File: config.mk
export PLATFORM = sky130hd
export DESIGN_NAME = page_xover
export DESIGN_NICKNAME = d
export VERILOG_FILES = /design/src/rtl/pxo_pkg.sv /design/src/rtl/pxo_ctrl.sv /design/src/rtl/pxo_datapath.sv /design/src/rtl/page_xover.sv
export SDC_FILE = /design/constraint.sdc
export NUM_CORES = 1
export LEC_CHECK = 0
export BUFFER_PORTS_ARGS = -buffer_cell sky130_fd_sc_hd__buf_2
export CORE_MARGIN = 10
export CORE_UTILIZATION = 65
export DETAILED_ROUTE_END_ITERATION = 8
export PLACE_DENSITY = 0.88
export SLEW_MARGIN = 20
export SYNTH_ARGS = -nofsm -noshare
export SYNTH_HDL_FRONTEND = slang
export SYNTH_SLANG_ARGS = --single-unit
File: constraint.sdc
create_clock -name clk -period 20.7 [get_ports clk]
set_clock_uncertainty 0.2 [all_clocks]
set_input_delay 4.14 -clock clk [delete_from_list [all_inputs] [get_ports clk]]
set_output_delay 4.14 -clock clk [all_outputs]
set_load 0.01 [all_outputs]
File: src/rtl/pxo_pkg.sv
package pxo_pkg;

  typedef enum logic [2:0] {
    ST_IDLE,
    ST_RDA,
    ST_RDB,
    ST_WRA,
    ST_WRB,
    ST_DONE
  } pxoState_t;

  // strobes from control to datapath
  typedef struct packed {
    logic accept;    // capture page addresses, step generator
    logic selB;      // address parent B instead of A
    logic latchTmp;  // hold the word returning from A
    logic writeEn;   // memory write this cycle
    logic wrTmp;     // write data from the holding register
    logic stepWord;  // advance to the next word of the page
  } pxoStrobe_t;

  localparam int unsigned LFSR_W = 16;
  localparam logic [LFSR_W-1:0] LFSR_SEED = 16'hACE1;

endpackage

File: src/rtl/pxo_ctrl.sv
module pxo_ctrl
  import pxo_pkg::*;
(
  input  logic       clk,
  input  logic       rstN,
  input  logic       start,
  input  logic       lastWord,
  output pxoStrobe_t strobe,
  output logic       busy,
  output logic       done
);

  pxoState_t state, stateNext;

  always_ff @(posedge clk or negedge rstN) begin
    if (!rstN) state <= ST_IDLE;
    else       state <= stateNext;
  end

  always_comb begin
    stateNext = state;
    strobe    = '0;
    unique case (state)
      ST_IDLE: begin
        if (start) begin
          strobe.accept = 1'b1;
          stateNext     = ST_RDA;
        end
      end
      ST_RDA: stateNext = ST_RDB;
      ST_RDB: begin
        strobe.selB     = 1'b1;
        strobe.latchTmp = 1'b1;
        stateNext       = ST_WRA;
      end
      ST_WRA: begin
        strobe.writeEn = 1'b1;
        stateNext      = ST_WRB;
      end
      ST_WRB: begin
        strobe.selB     = 1'b1;
        strobe.writeEn  = 1'b1;
        strobe.wrTmp    = 1'b1;
        strobe.stepWord = 1'b1;
        stateNext       = lastWord ? ST_DONE : ST_RDA;
      end
      ST_DONE: stateNext = ST_IDLE;
      default: stateNext = ST_IDLE;
    endcase
  end

  assign busy = (state == ST_RDA) || (state == ST_RDB) ||
                (state == ST_WRA) || (state == ST_WRB);
  assign done = (state == ST_DONE);

endmodule

File: src/rtl/pxo_datapath.sv
module pxo_datapath
  import pxo_pkg::*;
#(
  parameter int unsigned ADDR_W     = 8,
  parameter int unsigned DATA_W     = 16,
  parameter int unsigned PAGE_LEN   = 4,
  parameter int unsigned PAGE_CNT_W = 4
) (
  input  logic                  clk,
  input  logic                  rstN,
  input  pxoStrobe_t            strobe,
  input  logic [ADDR_W-1:0]     baseA,
  input  logic [PAGE_CNT_W-1:0] pagesA,
  input  logic [ADDR_W-1:0]     baseB,
  input  logic [PAGE_CNT_W-1:0] pagesB,
  input  logic [DATA_W-1:0]     memRdata,
  output logic [ADDR_W-1:0]     memAddr,
  output logic                  memWe,
  output logic [DATA_W-1:0]     memWdata,
  output logic                  lastWord
);

  localparam int unsigned WORD_W = (PAGE_LEN > 1) ? $clog2(PAGE_LEN) : 1;
  localparam int unsigned HALF_W = LFSR_W / 2;

  logic [LFSR_W-1:0]     lfsr;
  logic [LFSR_W-1:0]     lfsrNext;
  logic [PAGE_CNT_W-1:0] idxA, idxB;
  logic [ADDR_W-1:0]     pageAddrA, pageAddrB;
  logic [WORD_W-1:0]     wordIdx;
  logic [DATA_W-1:0]     tmp;

  function automatic logic [PAGE_CNT_W-1:0] pickPage(
    input logic [HALF_W-1:0]     r,
    input logic [PAGE_CNT_W-1:0] n
  );
    logic [HALF_W-1:0] d;
    d = (n == '0) ? HALF_W'(1) : HALF_W'(n);
    return PAGE_CNT_W'(r % d);
  endfunction

  assign lfsrNext = {lfsr[LFSR_W-2:0], lfsr[15] ^ lfsr[13] ^ lfsr[12] ^ lfsr[10]};
  assign idxA     = pickPage(lfsr[HALF_W-1:0], pagesA);
  assign idxB     = pickPage(lfsr[LFSR_W-1:HALF_W], pagesB);

  always_ff @(posedge clk or negedge rstN) begin
    if (!rstN) begin
      lfsr      <= LFSR_SEED;
      pageAddrA <= '0;
      pageAddrB <= '0;
      wordIdx   <= '0;
      tmp       <= '0;
    end else begin
      if (strobe.accept) begin
        lfsr      <= lfsrNext;
        pageAddrA <= baseA + ADDR_W'(int'(idxA) * PAGE_LEN);
        pageAddrB <= baseB + ADDR_W'(int'(idxB) * PAGE_LEN);
        wordIdx   <= '0;
      end else if (strobe.stepWord) begin
        wordIdx   <= lastWord ? '0 : wordIdx + 1'b1;
      end
      if (strobe.latchTmp) tmp <= memRdata;
    end
  end

  assign lastWord = (int'(wordIdx) == PAGE_LEN - 1);
  assign memAddr  = (strobe.selB ? pageAddrB : pageAddrA) + ADDR_W'(wordIdx);
  assign memWe    = strobe.writeEn;
  assign memWdata = strobe.wrTmp ? tmp : memRdata;

endmodule

File: src/rtl/page_xover.sv
module page_xover
  import pxo_pkg::*;
#(
  parameter int unsigned ADDR_W     = 8,
  parameter int unsigned DATA_W     = 16,
  parameter int unsigned PAGE_LEN   = 4,
  parameter int unsigned PAGE_CNT_W = 4
) (
  input  logic                  clk,
  input  logic                  rstN,
  input  logic                  start,
  input  logic [ADDR_W-1:0]     baseA,
  input  logic [PAGE_CNT_W-1:0] pagesA,
  input  logic [ADDR_W-1:0]     baseB,
  input  logic [PAGE_CNT_W-1:0] pagesB,
  output logic [ADDR_W-1:0]     memAddr,
  output logic                  memWe,
  output logic [DATA_W-1:0]     memWdata,
  input  logic [DATA_W-1:0]     memRdata,
  output logic                  busy,
  output logic                  done
);

  pxoStrobe_t strobe;
  logic       lastWord;

  pxo_ctrl uCtrl (
    .clk      (clk),
    .rstN     (rstN),
    .start    (start),
    .lastWord (lastWord),
    .strobe   (strobe),
    .busy     (busy),
    .done     (done)
  );

  pxo_datapath #(
    .ADDR_W     (ADDR_W),
    .DATA_W     (DATA_W),
    .PAGE_LEN   (PAGE_LEN),
    .PAGE_CNT_W (PAGE_CNT_W)
  ) uDp (
    .clk      (clk),
    .rstN     (rstN),
    .strobe   (strobe),
    .baseA    (baseA),
    .pagesA   (pagesA),
    .baseB    (baseB),
    .pagesB   (pagesB),
    .memRdata (memRdata),
    .memAddr  (memAddr),
    .memWe    (memWe),
    .memWdata (memWdata),
    .lastWord (lastWord)
  );

endmodule

==> results of run 1 <==
[layout by cell type, fill, tap and decap left out, types with 5 or more instances in the layout]
cell type,count
clkbuf_8,5
nand3b_1,5
nand2_1,81
buf_2,68
a31oi_1,9
fa_1,5
xnor2_1,26
or2_2,12
mux2i_1,12
o2111ai_1,5
nand3_1,6
xor2_1,16
nor2_1,42
a21oi_1,24
nor2b_1,9
nand2b_1,7
a21o_1,21
a211oi_1,7
nor3_1,15
mux2_2,46
dfstp_2,8
or3_1,7
o211ai_1,8
ha_1,54
o21a_1,14
nor4_1,7
o21ai_0,42
inv_1,36
dfrtp_1,45
[worst paths after layout]
check,start,endpoint,slack (ns),depth (start not counted)
min reg2reg,uDp.pageAddrB[1],uDp.pageAddrB[1],0.29,2
min,uDp.pageAddrB[1],uDp.pageAddrB[1],0.29,2
min in group asynchronous,rstN,uDp.lfsr[14],3.64,1
max in group asynchronous,rstN,uDp.lfsr[1],16.23,1
max reg2reg,uDp.lfsr[15],uDp.pageAddrB[7],7.29,56
max,pagesB[1],uDp.pageAddrB[7],3.31,58
[final cells by class]
cell class,instances,area share
sequential,53,0.211
clock buffer,5,0.0109
timing repair buffer,72,0.0586
tap,108,0.0214
clock inverter,3,0.00772
inverter,36,0.0214
multi-input combinational,564,0.669
[flip-flops by register name (all words and copies together) (netlist names)]
register / cells
uDp.tmp: 16
uDp.pageAddrA: 8
uCtrl.state: 3
uDp.pageAddrB: 8
uDp.lfsr: 16
uDp.wordIdx: 2
[per-layer routing]
| metal | track usage | up-vias | part of all wire | routed length (um) |
|---|---|---|---|---|
| met5 | 0 | - | 0 | 0 |
| met4 | 0.0693 | 0 | 0.023 | 352 |
| met3 | 0.0330 | 32 | 0.046 | 707 |
| met2 | 0.439 | 145 | 0.54 | 8220 |
| met1 | 0.244 | 2598 | 0.39 | 5940 |
| li1 | - | 2583 | - | - |
[cells by family after synthesis]
logic type      Yosys count  share of synthesized area
mux                      59                      0.112
fa+ha+maj                59                      0.133
xor+xnor                 42                     0.0633
simple gates            223                      0.195
compound gates          181                      0.221
flops                    53                      0.230
buf+inv                  65                     0.0452
[cell usage after synthesis, drive strengths merged, types with 9 or more instances]
master	instances
a21o	21
a21oi	25
a31oi	9
clkbuf	23
dfrtp	45
ha	54
inv	36
mux2	47
mux2i	12
nand2	81
nor2	43
nor2b	9
nor3	16
o21a	14
o21ai	43
or2	12
xnor2	26
xor2	16
[critical path, delay by kind of cell]
| family | cells | cell delay, ns |
|---|---|---|
| AO/OA/AOI/OAI | 22 | 5.42 |
| XOR/XNOR | 2 | 0.36 |
| adder cells (fa/ha/maj) | 8 | 2.45 |
| buffers and inverters | 2 | 0.24 |
| multiplexers | 2 | 0.86 |
| AND/OR/NAND/NOR | 22 | 3.87 |
[per-stage QoR]
step                worst slack, ns  hold WS (ns)   util  instance area [um^2]
detailed placement             3.06         0.266  0.711                  6200
global route                   2.09         0.324  0.725                  6320
global placement               3.51         0.257  0.711                  6200
floorplan                      4.73         0.240      -                  5810
finish                         3.31         0.290  0.725                  6320
CTS                            3.37         0.293  0.725                  6320
==> flow_summary.toml, run 1 <==
[status]
status = "completed"

[clock_network]
htree_levels = 2
clock_path_buffers = 2
cts_inserted_buffers = 5
cts_hold_buf = 0
clk_latency_ns = 0.32
clk_pin_slew_ns = 0.10
cts_tree = "done"
cts.root.buffer_cell = "clkbuf_8"
post_cts_buffers = 0
cts_sinks = 53
cts_resized = 0

[setup_path]
crit_path_end_kind = "flip-flop"
worst_path_most_repeated_cell = "ha_1"
cp_max_fo = 13
critPathKind = "in -> reg"
required_ns = 20.67
critPathSlowestCell = "nor4b_1"
max_stage_delay_ns = 0.64
crit_path_start_kind = "input port"
cp.arrival_ns = 17.36

[yosys]
synth.area.top_cells = "dfrtp_1 (19%), ha_1 (12%), mux2_2 (8.9%)"
async_flop_share = 1.00
synth_nets = 784
synth_flop_cell = "dfrtp_1"
ys_warn_count = 0
synth_cell_type_count = 79
syn_area_per_cell_um2 = 8.52
synth_edf_count = 0
synth_cells = 682
yosysSeqAreaShare = 0.230
ys_ff_latch = 53
yosysTopAreaCellShare = 0.194
synth_area_mm2 = 0.00581
synth_top_area_cell = "dfrtp_1"

[timing]
worstMarginPinSlew_ns = 0.993
slew_headroom = 0.336
min_period_over_period = 0.840
finalHoldViolations = 0
grt_setup_unrepaired = "false"
setup_viol = 0
min_period_ns = 17.39
slew_violations = 0
max_freq_mhz = 57.5
finalSetupTns_ns = 0

[floorplanning]
core_mm2 = 0.00872
die_h_um = 115
pin_count = 70
rows = 34
die_w_um = 115
die_area_mm2 = 0.0131
initial_utilization = 0.667

[layout]
fin_cells = 841
fillers = 660
drive_gt1_frac = 0.226
areaGrowthSynthToFinish_pct = 8.80
nets = 834
regArea_mm2 = 0.00134
n_antenna_cell = 0
multi_input_area_mm2 = 0.00423

[place]
gp_congestion = 0.926
dp_hpwl_um = 12000
placed_cells = 833
port_buffers = 69

[detailed_routing]
ant_nets = 0
num_vias = 5358
drt-wirelength-per-cell_um = 18.1
drc_errors = 0
drt-pass1-iter-count = 5
wl_um = 15200
avgViaCountPerCell = 6.37
drt_iter0_markers = 364

[grt]
grt_start_max_net_pins = 54
grt_overflow = 0
grt_pass1_vias = 5367
grt_pass1_wl_um = 25000
antenna_found_initial = 0
track_usage = 0.227

[flow_run]
cap_violations = 0

[min_path]
min_path_type = "reg -> reg"
Power of run 1 is not shown: default switching activity piles up to over one toggle a cycle in this logic, so the estimate is an artifact.
==> run 2: changes to the inputs <==
--- a/config.mk
+++ b/config.mk
@@ -5,11 +5,12 @@
 export SDC_FILE = /design/constraint.sdc
 export NUM_CORES = 1
 export LEC_CHECK = 0
+export ABC_AREA = 1
 export BUFFER_PORTS_ARGS = -buffer_cell sky130_fd_sc_hd__buf_2
 export CORE_MARGIN = 10
-export CORE_UTILIZATION = 65
+export CORE_UTILIZATION = 60
 export DETAILED_ROUTE_END_ITERATION = 8
-export PLACE_DENSITY = 0.88
+export PLACE_DENSITY = 0.82
 export SLEW_MARGIN = 20
 export SYNTH_ARGS = -nofsm -noshare
 export SYNTH_HDL_FRONTEND = slang
==> constraint.sdc (replaced) <==
create_clock -name clk -period 17.38 [get_ports clk]
set_clock_uncertainty 0.2 [all_clocks]
set_input_delay 3.476 -clock clk [delete_from_list [all_inputs] [get_ports clk]]
set_output_delay 3.476 -clock clk [all_outputs]
set_load 0.01 [all_outputs]
==> flow_summary.toml, run 2 <==
[status]
status = "completed"

[detailed_routing]
avgViaCountPerCell = 5.35
drt-wirelength-per-cell_um = 13.3
drt_iter0_markers = 490
ant_nets = 0
num_vias = 5486
wl_um = 13600
drt-pass1-iter-count = 5
drc_errors = 0

[timing]
grt_setup_unrepaired = "false"
slew_headroom = 0.484
setup_viol = 0
worstMarginPinSlew_ns = 0.770
finalSetupTns_ns = 0
min_period_over_period = 0.812
slew_violations = 0
min_period_ns = 14.12
max_freq_mhz = 70.8
worst_slack_ns = 3.26
finalHoldViolations = 0

[yosys]
synth_nets = 937
synth_area_mm2 = 0.00568
ys_ff_latch = 53
synth_common_cells = "nand2_1 (251), inv_1 (126), o21ai_0 (81), ha_1 (54), nand3_1 (47)"
syn_area_per_cell_um2 = 6.80
synth_edf_count = 0
yosysMostFrequentCell = "nand2_1"
synth_cell_type_count = 51
synth_cells = 835
async_flop_share = 1.00
ys_warn_count = 0
synth_flop_cell = "dfrtp_1"
yosysTopAreaCellShare = 0.198
synth_top_area_cell = "dfrtp_1"
yosysSeqAreaShare = 0.235
synth.area.top_cells = "dfrtp_1 (20%), nand2_1 (17%), ha_1 (12%)"

[clock_network]
cts_inserted_buffers = 5
clock_path_buffers = 2
cts.root.buffer_cell = "clkbuf_8"
clk_pin_slew_ns = 0.10
cts_tree = "done"
cts_sinks = 53
post_cts_buffers = 0
htree_levels = 2
cts_resized = 0
cts_hold_buf = 0
clk_latency_ns = 0.31

[setup_path]
cp_max_fo = 10
max_stage_delay_ns = 0.34
rr_startpoint = "uDp.lfsr[7]"
critPathKind = "in -> reg"
r2r_end = "uDp.pageAddrA[7]"
cp.arrival_ns = 14.09
worst-path-buf-inv = 10
crit_path_start_kind = "input port"
critPathSlowestCell = "ha_1"
worst-path-stages = 70
required_ns = 17.35
crit_path_end_kind = "flip-flop"
worst_path_most_repeated_cell = "nand2_1"
cpLargestDelayFamily = "compound AO/OA/AOI/OAI gates"
rr_worst_depth = 67
r2r_slack_ns = 6.60

[layout]
mostFrequentLayoutCells = "nand2_1 (251), inv_1 (126), o21ai_0 (81), buf_2 (69), ha_1 (54)"
nets = 997
drive_gt1_frac = 0.169
multi_input_area_mm2 = 0.00379
areaGrowthSynthToFinish_pct = 9.81
final_common_cell = "nand2_1"
final_core_util = 0.674
reg.largest.list = "uDp.lfsr (16), uDp.tmp (16)"
regArea_mm2 = 0.00134
n_antenna_cell = 0
fillers = 810

[floorplanning]
pin_count = 70
core_mm2 = 0.00924
die_h_um = 117
rows = 35
initial_utilization = 0.614
die_w_um = 117
die_area_mm2 = 0.0137

[min_path]
min-delay-start = "uDp.pageAddrB[0]"
whs_path_depth = 2
min_to = "uDp.pageAddrB[0]"
min_path_type = "reg -> reg"

[place]
dp_slack_ns = 3.05
gp_congestion = 0.950
port_buffers = 69
dp_hpwl_um = 11100

[flow_run]
cap_violations = 0

[grt]
track_usage = 0.204
grt_pass1_vias = 5328
antenna_found_initial = 0
grt_overflow = 0
grt_start_max_net_pins = 54
grt_pass1_wl_um = 23400
==> run 2: worst max-delay path by stage <==
stage | start | end | slack [ns]
after global routing | pagesA[1] | uDp.pageAddrA[7] | 2.25
after CTS | pagesA[1] | uDp.pageAddrA[7] | 3.37
final | pagesA[1] | uDp.pageAddrA[7] | 3.26
after global placement | pagesA[1] | uDp.pageAddrA[7] | 3.54
after floorplan | pagesA[1] | uDp.pageAddrA[7] | 4.71
after detailed placement | pagesA[1] | uDp.pageAddrA[7] | 3.05
==> run 2: cell type report <==
type,instances,share of cell area
multi-input cells,633,0.608
flip-flops and latches,53,0.214
inverters,131,0.0789
repair buffers,71,0.0578
well taps,129,0.0259
clock buffers,6,0.0133
clock inverters,2,0.00221
==> run 2: logic make-up after synthesis <==
family                   count (synthesis)  synth area share
AO/OA/AOI/OAI                          134             0.134
AND/OR/NAND/NOR                        396             0.326
multiplexers                             4           0.00750
buffers and inverters                  149            0.0988
adder cells (fa/ha/maj)                 59             0.137
flip-flops                              53             0.235
XOR/XNOR                                40            0.0617
==> run 2: worst reg2reg max path: cells and delay by family (launching register included) <==
kind | cells | cell delay (ns)
compound gates | 22 | 3.74
xor+xnor | 1 | 0.13
fa+ha+maj | 8 | 2.52
buf+inv | 9 | 0.54
flops | 1 | 0.53
simple gates | 27 | 2.94
==> run 2: stage by stage <==
step | instance area, um^2 | hold slack [ns] | instances
after detailed placement | 6130 | 0.265 | 1017
final | 6230 | 0.291 | 1025
after CTS | 6230 | 0.291 | 1025
after floorplan | 5680 | 0.243 | 835
after global routing | 6230 | 0.316 | 1025
after global placement | 6130 | 0.258 | 1017
==> run 2: layer usage <==
layer	wire, um	track usage
met1	6050	0.256
met2	6510	0.355
met3	898	0.0326
met4	188	0.0560
met5	0	0
Power of run 2 is left out for the same reason.
==> run 3: changes to the inputs <==
--- a/config.mk
+++ b/config.mk
@@ -5,12 +5,12 @@
 export SDC_FILE = /design/constraint.sdc
 export NUM_CORES = 1
 export LEC_CHECK = 0
-export ABC_AREA = 1
+export ABC_AREA = 0
 export BUFFER_PORTS_ARGS = -buffer_cell sky130_fd_sc_hd__buf_2
 export CORE_MARGIN = 10
-export CORE_UTILIZATION = 60
+export CORE_UTILIZATION = 54
 export DETAILED_ROUTE_END_ITERATION = 8
-export PLACE_DENSITY = 0.82
+export PLACE_DENSITY = 0.78
 export SLEW_MARGIN = 20
 export SYNTH_ARGS = -nofsm -noshare
 export SYNTH_HDL_FRONTEND = slang
==> constraint.sdc (replaced) <==
create_clock -name clk -period 12.6 [get_ports clk]
set_clock_uncertainty 0.2 [all_clocks]
set_input_delay 2.52 -clock clk [delete_from_list [all_inputs] [get_ports clk]]
set_output_delay 2.52 -clock clk [all_outputs]
set_load 0.01 [all_outputs]
==> flow_summary.toml, run 3 (synthesis results as in run 1) <==
[place]
placed_cells = 999
gp_congestion = 0.927
dp_slack_ns = -1.14
placed_cell_area_mm2 = 0.00774
port_buffers = 69
dp_hpwl_um = 13900

[layout]
n_antenna_cell = 0
reg.largest.list = "uDp.lfsr (16), uDp.tmp (16)"
fillers = 556
mostFrequentLayoutCells = "buf_4 (185), nand2_1 (72), buf_2 (66), dfrtp_1 (45), mux2_2 (40)"
nets = 1021
fin_cells = 1056
final_area_mm2 = 0.00869
final_common_cell = "buf_4"
final_core_util = 0.835
drive_gt1_frac = 0.510
areaGrowthSynthToFinish_pct = 49.5

[timing]
grt_setup_unrepaired = "true"
min_period_ns = 13.54
worstMarginPinSlew_ns = 1.12
slew_headroom = 0.247
min_period_over_period = 1.07
slew_violations = 0
worst_slack_ns = -0.942
max_freq_mhz = 73.8
finalHoldViolations = 0
setup_viol = 11

[floorplanning]
die_area_mm2 = 0.0153
die_w_um = 124
initial_utilization = 0.558
pin_count = 70
core_mm2 = 0.0104
rows = 37
die_h_um = 124

[detailed_routing]
drt-pass1-iter-count = 5
drt_iter0_markers = 541
avgViaCountPerCell = 6.23
num_vias = 6574
drc_errors = 0
ant_nets = 0
drt-wirelength-per-cell_um = 20.4
wl_um = 21600

[clock_network]
htree_levels = 2
cts_tree = "done"
cts_inserted_buffers = 5
cts_sinks = 53
clock_path_buffers = 2
cts_hold_buf = 0
cts.root.buffer_cell = "clkbuf_8"
clk_latency_ns = 0.32
clk_pin_slew_ns = 0.10

[setup_path]
critPathKind = "in -> reg"
crit_path_end_kind = "flip-flop"
crit_path_start_kind = "input port"
required_ns = 12.57
cp.arrival_ns = 13.52
cpLargestDelayFamily = "compound AO/OA/AOI/OAI gates"
worst-path-buf-inv = 5
worst_path_most_repeated_cell = "ha_4"
cp_max_fo = 5
critPathSlowestCell = "or4b_4"
max_stage_delay_ns = 0.51

[grt]
use_met3 = 0.0244
grt_pass1_vias = 6537
grtUsageMet2 = 0.471
track_usage = 0.239
antenna_found_initial = 0
grt_pass1_wl_um = 30400
met1_usage = 0.253
grt_start_max_net_pins = 54
grt_overflow = 0
busiest_layer = "met2"

[flow_run]
cap_violations = 0

[status]
status = "complete, but fails checks"
violations = "setup timing"

[min_path]
min_path_type = "reg -> reg"
==> run 3: worst register-to-register path, delay by kind of cell (launching register included) <==
family                     cells  cell delay, ns
adders and majority gates      8            2.21
and+or+nand+nor               14            2.25
DFF                            1            0.54
xor gates and xnor gates       2            0.33
AOI/OAI and AO/OA             26            4.54
muxes                          3            0.94
buffers and inverters          4            0.54
==> run 3: final timing paths <==
check	end	slack (ns)	startpoint	depth (start not counted)
min reg2reg	uDp.pageAddrB[1]	0.30	uDp.pageAddrB[1]	2
max in group asynchronous	uDp.pageAddrB[5]	9.65	rstN	2
min in group asynchronous	uDp.tmp[4]	2.10	rstN	2
max reg2reg	uDp.pageAddrA[7]	0.94	uDp.lfsr[7]	57
max	uDp.pageAddrA[7]	-0.94	pagesA[2]	57
min	uDp.pageAddrB[1]	0.30	uDp.pageAddrB[1]	2
==> run 3: layer usage <==
layer / share of wire / wire (um) / vias up
met5: 0 / 0 / -
met4: 0.042 / 898 / 0
met3: 0.050 / 1080 / 108
met2: 0.54 / 11600 / 289
met1: 0.37 / 8010 / 3218
li1: - / - / 2959
==> run 3: per-stage QoR <==
stage	setup TNS, ns	hold WS [ns]
global route	-12.00	0.325
floorplan	-5.14	0.240
global placement	-5.84	0.255
finish	-7.06	0.302
detailed placement	-10.72	0.259
CTS	-3.28	0.301
==> run 3: repair_timing <==
item                       CTS  global route
pin swaps                   54            68
gates resized for setup     48            54
setup endpoints to repair   12            12
setup buffers               26            25
==> run 3: layout make-up <==
cell class	count	area, um^2	area share
clock inverter	1	7.51	0.000864
tap	136	170	0.0196
clock buffer	7	76.3	0.00878
multi-input combinational	564	5150	0.593
timing repair buffer	259	1810	0.209
sequential	53	1340	0.154
inverter	36	135	0.0155
Power of run 3 is left out for the same reason.
